**config.mk**
```make
export PLATFORM = sky130hd
export DESIGN_NAME = gpio_bank
export DESIGN_NICKNAME = d
export VERILOG_FILES = /design/src/rtl/gpio_bank_pkg.sv /design/src/rtl/gpio_regfile.sv /design/src/rtl/gpio_pin_qual.sv /design/src/rtl/gpio_out_mux.sv /design/src/rtl/gpio_bank.sv
export SDC_FILE = /design/constraint.sdc
export NUM_CORES = 1
export LEC_CHECK = 0
export ABC_AREA = 1
export BUFFER_PORTS_ARGS = -buffer_cell sky130_fd_sc_hd__buf_2
export CAP_MARGIN = 20
export CORE_MARGIN = 2
export CORE_UTILIZATION = 40
export CTS_CLUSTER_SIZE = 8
export DETAILED_ROUTE_END_ITERATION = 7
export GPL_TIMING_DRIVEN = 0
export HOLD_SLACK_MARGIN = 0.06
export SLEW_MARGIN = 20
export SYNTH_ARGS = -nofsm -noshare
export SYNTH_HDL_FRONTEND = slang
export SYNTH_SLANG_ARGS = --single-unit
```
**constraint.sdc**
```tcl
create_clock -name clk -period 2.75 [get_ports clk]
set_clock_uncertainty 0.1 [all_clocks]
set_input_delay 0.275 -clock clk [delete_from_list [all_inputs] [get_ports clk]]
set_output_delay 0.275 -clock clk [all_outputs]
set_load 0.03 [all_outputs]
```
**src/rtl/gpio_bank_pkg.sv**
```systemverilog
package gpio_bank_pkg;

    localparam int NPINS  = 32;
    localparam int DATA_W = 32;
    localparam int ADDR_W = 3;
    localparam int SEL_W  = 2;

    typedef enum logic [ADDR_W-1:0] {
        A_DATA  = 3'd0,
        A_SET   = 3'd1,
        A_CLR   = 3'd2,
        A_TGL   = 3'd3,
        A_DIR   = 3'd4,
        A_MUXLO = 3'd5,
        A_MUXHI = 3'd6,
        A_RSVD  = 3'd7
    } reg_addr_e;

    typedef enum logic [SEL_W-1:0] {
        SRC_GPIO = 2'd0,
        SRC_P1   = 2'd1,
        SRC_P2   = 2'd2,
        SRC_P3   = 2'd3
    } src_e;

    typedef enum logic {
        Q_STEADY   = 1'b0,
        Q_CHANGING = 1'b1
    } qual_state_e;

endpackage

```
**src/rtl/gpio_regfile.sv**
```systemverilog
module gpio_regfile
    import gpio_bank_pkg::*;
#(
    parameter int N = NPINS
) (
    input  logic                  clk,
    input  logic                  rst_n,
    input  logic                  wr_en,
    input  logic [ADDR_W-1:0]     addr,
    input  logic [DATA_W-1:0]     wdata,
    output logic [N-1:0]          latch_q,
    output logic [N-1:0]          dir_q,
    output logic [SEL_W*N-1:0]    mux_q
);

    localparam int HALF = DATA_W;

    reg_addr_e sel;
    assign sel = reg_addr_e'(addr);

    always_ff @(posedge clk or negedge rst_n) begin
        if (!rst_n) begin
            latch_q <= '0;
            dir_q   <= '0;
            mux_q   <= '0;
        end else if (wr_en) begin
            unique case (sel)
                A_DATA:  latch_q <= wdata;
                A_SET:   latch_q <= latch_q | wdata;
                A_CLR:   latch_q <= latch_q & ~wdata;
                A_TGL:   latch_q <= latch_q ^ wdata;
                A_DIR:   dir_q   <= wdata;
                A_MUXLO: mux_q[HALF-1:0]    <= wdata;
                A_MUXHI: mux_q[2*HALF-1:HALF] <= wdata;
                default: ;
            endcase
        end
    end

    AST_SET_ONLY_MASKED: assert property (@(posedge clk) disable iff (!rst_n)
        (wr_en && sel == A_SET) |=> (latch_q == ($past(latch_q) | $past(wdata))));
    AST_CLR_ONLY_MASKED: assert property (@(posedge clk) disable iff (!rst_n)
        (wr_en && sel == A_CLR) |=> (latch_q == ($past(latch_q) & ~$past(wdata))));
    AST_TGL_ONLY_MASKED: assert property (@(posedge clk) disable iff (!rst_n)
        (wr_en && sel == A_TGL) |=> (latch_q == ($past(latch_q) ^ $past(wdata))));
    AST_RSVD_NO_EFFECT: assert property (@(posedge clk) disable iff (!rst_n)
        (wr_en && sel == A_RSVD) |=> ($stable(latch_q) && $stable(dir_q) && $stable(mux_q)));

endmodule

```
**src/rtl/gpio_pin_qual.sv**
```systemverilog
module gpio_pin_qual
    import gpio_bank_pkg::*;
#(
    parameter int SYNC_STAGES  = 2,
    parameter int QUAL_SAMPLES = 3
) (
    input  logic clk,
    input  logic rst_n,
    input  logic pin_raw,
    output logic pin_qual
);

    localparam int CNT_W = $clog2(QUAL_SAMPLES + 1);
    localparam logic [CNT_W-1:0] CNT_LAST = CNT_W'(QUAL_SAMPLES - 1);

    logic pin_sync;

    // synchronizer depth chosen by parameter
    generate
        if (SYNC_STAGES <= 1) begin : g_sync_one
            logic s_q;
            always_ff @(posedge clk or negedge rst_n) begin
                if (!rst_n) s_q <= 1'b0;
                else        s_q <= pin_raw;
            end
            assign pin_sync = s_q;
        end else begin : g_sync_chain
            logic [SYNC_STAGES-1:0] s_q;
            always_ff @(posedge clk or negedge rst_n) begin
                if (!rst_n) s_q <= '0;
                else        s_q <= {s_q[SYNC_STAGES-2:0], pin_raw};
            end
            assign pin_sync = s_q[SYNC_STAGES-1];
        end
    endgenerate

    qual_state_e state_q, state_n;
    logic [CNT_W-1:0] cnt_q, cnt_n;
    logic qual_q, qual_n;

    // state register
    always_ff @(posedge clk or negedge rst_n) begin
        if (!rst_n) begin
            state_q <= Q_STEADY;
            cnt_q   <= '0;
            qual_q  <= 1'b0;
        end else begin
            state_q <= state_n;
            cnt_q   <= cnt_n;
            qual_q  <= qual_n;
        end
    end

    // next state and outputs
    always_comb begin
        state_n = state_q;
        cnt_n   = cnt_q;
        qual_n  = qual_q;
        unique case (state_q)
            Q_STEADY: begin
                cnt_n = '0;
                if (pin_sync != qual_q) begin
                    if (QUAL_SAMPLES <= 1) begin
                        qual_n = pin_sync;
                    end else begin
                        state_n = Q_CHANGING;
                        cnt_n   = CNT_W'(1);
                    end
                end
            end
            Q_CHANGING: begin
                if (pin_sync == qual_q) begin
                    state_n = Q_STEADY;
                    cnt_n   = '0;
                end else if (cnt_q == CNT_LAST) begin
                    state_n = Q_STEADY;
                    cnt_n   = '0;
                    qual_n  = pin_sync;
                end else begin
                    cnt_n = cnt_q + CNT_W'(1);
                end
            end
            default: state_n = Q_STEADY;
        endcase
    end

    assign pin_qual = qual_q;

    AST_QUAL_NO_EARLY_ACCEPT: assert property (@(posedge clk) disable iff (!rst_n)
        (qual_q != $past(qual_q)) |-> (QUAL_SAMPLES <= 1 || $past(state_q) == Q_CHANGING));
    AST_QUAL_COUNT_BOUND: assert property (@(posedge clk) disable iff (!rst_n)
        cnt_q < CNT_W'(QUAL_SAMPLES));

endmodule

```
**src/rtl/gpio_out_mux.sv**
```systemverilog
module gpio_out_mux
    import gpio_bank_pkg::*;
#(
    parameter int N = NPINS
) (
    input  logic [N-1:0]       latch_q,
    input  logic [N-1:0]       dir_q,
    input  logic [SEL_W*N-1:0] mux_q,
    input  logic [N-1:0]       p1_out,
    input  logic [N-1:0]       p1_oe,
    input  logic [N-1:0]       p2_out,
    input  logic [N-1:0]       p2_oe,
    input  logic [N-1:0]       p3_out,
    input  logic [N-1:0]       p3_oe,
    output logic [N-1:0]       pad_out,
    output logic [N-1:0]       pad_oe
);

    generate
        for (genvar i = 0; i < N; i++) begin : g_pin
            src_e code;
            assign code = src_e'(mux_q[SEL_W*i +: SEL_W]);
            always_comb begin
                unique case (code)
                    SRC_GPIO: begin pad_out[i] = latch_q[i]; pad_oe[i] = dir_q[i]; end
                    SRC_P1:   begin pad_out[i] = p1_out[i];  pad_oe[i] = p1_oe[i]; end
                    SRC_P2:   begin pad_out[i] = p2_out[i];  pad_oe[i] = p2_oe[i]; end
                    SRC_P3:   begin pad_out[i] = p3_out[i];  pad_oe[i] = p3_oe[i]; end
                    default:  begin pad_out[i] = 1'b0;       pad_oe[i] = 1'b0;     end
                endcase
            end
        end
    endgenerate

endmodule

```
**src/rtl/gpio_bank.sv**
```systemverilog
module gpio_bank
    import gpio_bank_pkg::*;
#(
    parameter int SYNC_STAGES  = 2,
    parameter int QUAL_SAMPLES = 3
) (
    input  logic        clk,
    input  logic        rst_n,
    input  logic        bus_valid,
    input  logic        bus_write,
    input  logic [2:0]  bus_addr,
    input  logic [31:0] bus_wdata,
    output logic [31:0] bus_rdata,
    input  logic [31:0] pin_in,
    output logic [31:0] pad_out,
    output logic [31:0] pad_oe,
    input  logic [31:0] p1_out,
    input  logic [31:0] p1_oe,
    input  logic [31:0] p2_out,
    input  logic [31:0] p2_oe,
    input  logic [31:0] p3_out,
    input  logic [31:0] p3_oe,
    output logic [31:0] periph_in
);

    localparam int N = NPINS;

    logic [N-1:0]       latch_q;
    logic [N-1:0]       dir_q;
    logic [SEL_W*N-1:0] mux_q;
    logic [N-1:0]       pin_q;
    logic               wr_en;
    logic               rd_en;
    reg_addr_e          sel;

    assign wr_en = bus_valid && bus_write;
    assign rd_en = bus_valid && !bus_write;
    assign sel   = reg_addr_e'(bus_addr);

    gpio_regfile #(.N(N)) u_regs (
        .clk     (clk),
        .rst_n   (rst_n),
        .wr_en   (wr_en),
        .addr    (bus_addr),
        .wdata   (bus_wdata),
        .latch_q (latch_q),
        .dir_q   (dir_q),
        .mux_q   (mux_q)
    );

    generate
        for (genvar i = 0; i < N; i++) begin : g_qual
            gpio_pin_qual #(
                .SYNC_STAGES  (SYNC_STAGES),
                .QUAL_SAMPLES (QUAL_SAMPLES)
            ) u_qual (
                .clk      (clk),
                .rst_n    (rst_n),
                .pin_raw  (pin_in[i]),
                .pin_qual (pin_q[i])
            );
        end
    endgenerate

    gpio_out_mux #(.N(N)) u_mux (
        .latch_q (latch_q),
        .dir_q   (dir_q),
        .mux_q   (mux_q),
        .p1_out  (p1_out),
        .p1_oe   (p1_oe),
        .p2_out  (p2_out),
        .p2_oe   (p2_oe),
        .p3_out  (p3_out),
        .p3_oe   (p3_oe),
        .pad_out (pad_out),
        .pad_oe  (pad_oe)
    );

    assign periph_in = pin_q;

    always_ff @(posedge clk or negedge rst_n) begin
        if (!rst_n) begin
            bus_rdata <= '0;
        end else if (rd_en) begin
            unique case (sel)
                A_DATA:  bus_rdata <= pin_q;
                A_DIR:   bus_rdata <= dir_q;
                A_MUXLO: bus_rdata <= mux_q[DATA_W-1:0];
                A_MUXHI: bus_rdata <= mux_q[2*DATA_W-1:DATA_W];
                default: bus_rdata <= '0;
            endcase
        end
    end

    generate
        for (genvar i = 0; i < N; i++) begin : g_chk
            AST_INPUT_PIN_HIZ: assert property (@(posedge clk) disable iff (!rst_n)
                (mux_q[SEL_W*i +: SEL_W] == SRC_GPIO && !dir_q[i]) |-> !pad_oe[i]);
        end
    endgenerate

    AST_WRITEONLY_READS_ZERO: assert property (@(posedge clk) disable iff (!rst_n)
        (rd_en && (sel == A_SET || sel == A_CLR || sel == A_TGL || sel == A_RSVD))
        |=> (bus_rdata == '0));
    AST_RDATA_HOLDS: assert property (@(posedge clk) disable iff (!rst_n)
        !rd_en |=> $stable(bus_rdata));

endmodule

```
* Word-level counts from Yosys, hierarchy flattened
Index checks and enable logic that the tools add are counted.
** Storage, ports and cells
- Flip-flop bits (word level) :: 352
- Bits of input ports :: 263
- Output and inout bits :: 128
** Cells by class
- $add $sub $neg :: 32
- Equality and inequality tests :: 198
- Muxes and demuxes :: 322
- Bitwise operators :: 68
- Reduce and logical (&&, ||, !) cells :: 73
** Operators by type and width (number)
- $pmux 1 s4 :: 64
- $pmux 32 s4 :: 2
- $eq 2x2->1 const B :: 96
- $mux 1 :: 128
- $mux 2 :: 64
- $pmux 2 s2 :: 32
- $reduce_and 3->1 :: 32
- $add 2x1->2 const B :: 32
- $eq 2x1->1 const B :: 32
- $logic_not 2->1 :: 32
- $not 1->1 :: 64
- $pmux 1 s2 :: 32
- $and 32x32->32 :: 1
- $eq 1x1->1 :: 32
- $ne 1x1->1 :: 32
- $not 32->32 :: 1
- $or 32x32->32 :: 1
- $xor 32x32->32 :: 1
- $eq 3x3->1 const B :: 3
- $reduce_and 2->1 :: 4
- $eq 3x2->1 const B :: 2
- $reduce_bool 4->1 :: 1
- $eq 3x1->1 const B :: 1
- $logic_not 3->1 :: 1
- other kinds (2) :: 3

* Longest topological paths before layout
- Word-level depth :: 4
- Mapped depth :: 9
- Gate-level depth less buffers :: 7

* By module
From an unflattened synthesis, not the netlist that was laid out.
** Unflattened totals
- Cell total of the unflattened synthesis :: 2348
- Area total of the unflattened synthesis :: 18375.1 sq um
** By module, submodules not included
- gpio_pin_qual :: times used 32, cells an instance 24, area an instance 230.2 sq um, sequential area each 150.1 sq um
- gpio_regfile :: times used 1, cells an instance 795, area an instance 6548.8 sq um, sequential area each 3203.1 sq um
- gpio_bank :: times used 1, cells an instance 369, area an instance 2497.4 sq um, sequential area each 800.8 sq um
- gpio_out_mux :: times used 1, cells an instance 416, area an instance 1961.9 sq um, sequential area each 0.0 sq um

* Least setup slack after synthesis
Ideal clock, no wire load.
- Path type :: register -> output
- Start point :: reg u_regs.mux_q[36]
- End point :: out pad_oe[18]
- Arrival time :: 1.155 ns
- Data required time :: 2.375 ns
- Setup slack :: 1.220 ns
- Cell stages (with the launch flop) :: 4
- Buffers on the path :: 0
- Cells stage by stage :: dfrtp_1 inv_1 nand3_1 a31oi_1
** On the way
- Cells in the longest elaborated chain, start to end :: 2
- Elaborated cells on any way between the ends :: 5
- Classes of those cells :: 3 x eq/ne; 1 x mux; 1 x reduce/logical
** RTL lines
- start, declared :: line gpio_regfile.sv:13 : output logic [SEL_W*N-1:0] mux_q
- start signal, assigned by index :: line gpio_regfile.sv:33 : A_MUXLO: mux_q[HALF-1:0] <= wdata;
- start signal, assigned by index :: line gpio_regfile.sv:34 : A_MUXHI: mux_q[2*HALF-1:HALF] <= wdata;
- $eq 2x2->1 (tied with other cells) :: line gpio_out_mux.sv:24 : unique case (code)
- $pmux 1 s4 * :: line gpio_out_mux.sv:24
- end, declared :: line gpio_bank.sv:16 : output logic [31:0] pad_oe,
Every way passes the cells marked *; elsewhere a longest branch is shown, timed or not.

* Worst setup path after layout
- Start point :: reg u_regs.mux_q[52]
- End point :: out pad_oe[26]
The elaborated chain is that of the path after synthesis.

==> results_dict.tcl <==
set metrics [dict create \
    status "finished, final reports clean" \
    min_period_over_period_pct 78.8 \
    peakVddDrop_mv 0.455 \
    gp_congestion 0.908 \
    ys_warn_count 0 \
    fin_util_pct 51.1 \
    crit_path_end_kind "output port" \
    setup_ws_ps 584 \
    io_buffers 389 \
    worstPathCellList "inv_1, nand2_1, nor2_1, a31oi_1, buf_2" \
    design_area_um2 22600 \
    ys_ff_latch 352 \
    tightestPinTransition_ps 881 \
    io_pins 391 \
    die_area_um2 46300 \
    clock_sinks 352 \
    reg2reg_to "bus_rdata[19]" \
    cts_buffers 49 \
    nets 2971 \
    crit_fanout 6 \
    layout-drive-gt1-share_pct 20.9 \
    fin_hold_ws_ps 91.1 \
    first_pass_iters 5 \
    wl_per_cell_um 19.9 \
    cts_tree "done" \
    reg2reg_depth 4 \
    slowest_stage "dfrtp_1" \
    clk_pin_slew_worst_paths_ps 50 \
    place_area_um2 20600 \
    antenna_found_initial 4 \
    grt_usage_pct 27.6 \
    setup_viol_count_final 0 \
    report.final.slew_viol_count 0 \
    grt_pass1_wl_mm 98.3 \
    ys_seq_area_share_pct 49.4 \
    syn_inst 2133 \
    drt_iter0_markers 1340 \
    clk_path_buf_depth 3 \
    initial_core_util_pct 40.4 \
    hold_violations 0 \
    vias 17300 \
    syn_nets 2460 \
    dp_slack_ps 499 \
    rows 77 \
    grt_pass1_vias 17100 \
    drcViolationCount 0 \
    cts-root-buf "clkbuf_16" \
    worst_ep_required_time_ps 2380 \
    areaGrowthSynthToFinish_pct 26.6 \
    cts_hold_buf 67 \
    grt_setup_unrepaired "no" \
    postCtsSetupBuffers 0 \
    dp_hpwl_mm 48.5 \
    final.min_clock_period_ps 2170 \
    synth_cell_types 26 \
    critPathLaunchType "flop" \
    slew_headroom_pct 41.2 \
    route.antenna.remaining_nets 0 \
    drt-vias-per-instance 5.36 \
    mappedNetlistArea_um2 17800 \
    cpPeakStageDelay_ps 490 \
    fmax_mhz 462 \
    p_total_mw 19.9 \
    floorplan.die.width_um 215 \
    gr-total-overflow 0 \
    reg2reg_slack_ps 1420 \
    p_leak_nw 11.6 \
    synth_area_per_cell_um2 8.35 \
    core-area_um2 44100 \
    r2r_start "u_regs.mux_q[51]" \
    hold_path.class "in -> async" \
    grt_max_degree 95 \
    drt_wl_total_mm 64.3 \
    powerDensity_nw_per_um2 883 \
    worstPathArrival_ps 1790 \
    insertion_delay_ps 590 \
    critPathBufInv 2 \
    cts_resized 0 \
    die_h_um 215 \
    cp_top_family "flip-flops" \
    ctsHtreeMaxLevel 2 \
    crit_type "reg -> out" \
    cap_violations 0 \
]
[sequential cells by signal, indices dropped and copies added, names as in the netlist]
signal,count
bus_rdata,32
g_qual.u_qual.cnt_q,64
g_qual.u_qual.g_sync_chain.s_q,64
g_qual.u_qual.pin_qual,32
g_qual.u_qual.state_q,32
u_regs.dir_q,32
u_regs.latch_q,32
u_regs.mux_q,64
[placed cells by master (no fill, tap or decap)]
cell and n:
clkbuf_1 40, dlygate4sd3_1 67, a31oi_1 47, o21ai_0 142, nor4_1 32, ha_1 64, dfrtp_1 352, nand2_2 2
buf_1 6, inv_2 2, xnor2_1 32, buf_4 40, nand2_1 434, buf_16 4, nand4_1 100, nor2_1 196
nor2_2 1, o2111ai_1 13, clkinv_8 2, clkbuf_16 49, clkbuf_2 1, inv_6 1, buf_2 410, mux2_2 32
inv_4 1, nor3_4 2, buf_6 3, inv_1 226, o21ai_1 35, diode_2 1, buf_8 1, nand4_2 1
nand3_1 307
[report_power, final]
part           switching, mW  leakage (nW)  internal [mW]
registers               1.75          4.33           6.58
logic                   3.96          6.62           2.32
clock network           2.20         0.622           3.12
[metal layers]
| layer | track usage (%) | vias up | wire, µm |
|---|---|---|---|
| li1 | - | 8113 | - |
| met4 | 10.1 | 2 | 2180 |
| met1 | 35.9 | 8430 | 27100 |
| met2 | 45.7 | 674 | 30400 |
| met3 | 5.44 | 129 | 4530 |
| met5 | 0 | - | 13 |
[metrics by stage]
step	cells	setup TNS [ps]
CTS	3237	0
global route	3238	0
floorplan	2133	0
detailed placement	3118	0
finish	3238	0
global placement	3114	-1943680
[synthesized netlist by cell type (all sizes together)]
cell | instances | area share [%]
nand2 | 436 | 9.2
dfrtp | 352 | 49
nand3 | 307 | 8.6
inv | 229 | 4.8
nor2 | 197 | 4.2
o21ai | 177 | 5.0
nand4 | 101 | 3.6
buf | 71 | 2.6
ha | 64 | 4.5
a31oi | 47 | 1.7
clkbuf | 41 | 0.87
mux2 | 32 | 2.0
nor4 | 32 | 1.1
xnor2 | 32 | 1.6
o2111ai | 13 | 0.64
nor3 | 2 | 0.18
[worst register-to-register path, delay by kind of cell, from the launching register on]
family,cells,cell delay [ps]
DFF,1,480
AOI/OAI and AO/OA,1,260
and+or+nand+nor,3,360
[worst max path at each step]
stage	from	slack, ps	cells after the start	to
2_1_floorplan	u_regs.mux_q[36]	1220	3	pad_oe[18]
3_3_place_gp	rst_n	-5550	1	g_qual[15].u_qual.cnt_q[1]
3_5_place_dp	bus_addr[1]	500	6	u_regs.mux_q[25]
4_1_cts	u_regs.mux_q[52]	540	5	pad_oe[26]
5_1_grt	u_regs.mux_q[56]	490	4	pad_out[28]
6_report	u_regs.mux_q[52]	580	5	pad_oe[26]
[cell families after synthesis]
kind of cell / share of synthesized area (%)
compound gates: 7.26
xor+xnor: 1.57
fa+ha+maj: 4.49
buf+inv: 8.33
flops: 49.4
mux: 2.02
simple gates: 26.9
[cell type report]
cell class,count,area [µm²]
fillers,4213,21600
flip-flops and latches,352,8810
multi-input cells,1440,7530
repair buffers,460,2740
clock buffers,49,1230
inverters,229,862
well taps,592,741
plain buffers,112,622
clock inverters,3,41.3
diodes,1,2.50
Power figures use the tool's default switching activity.
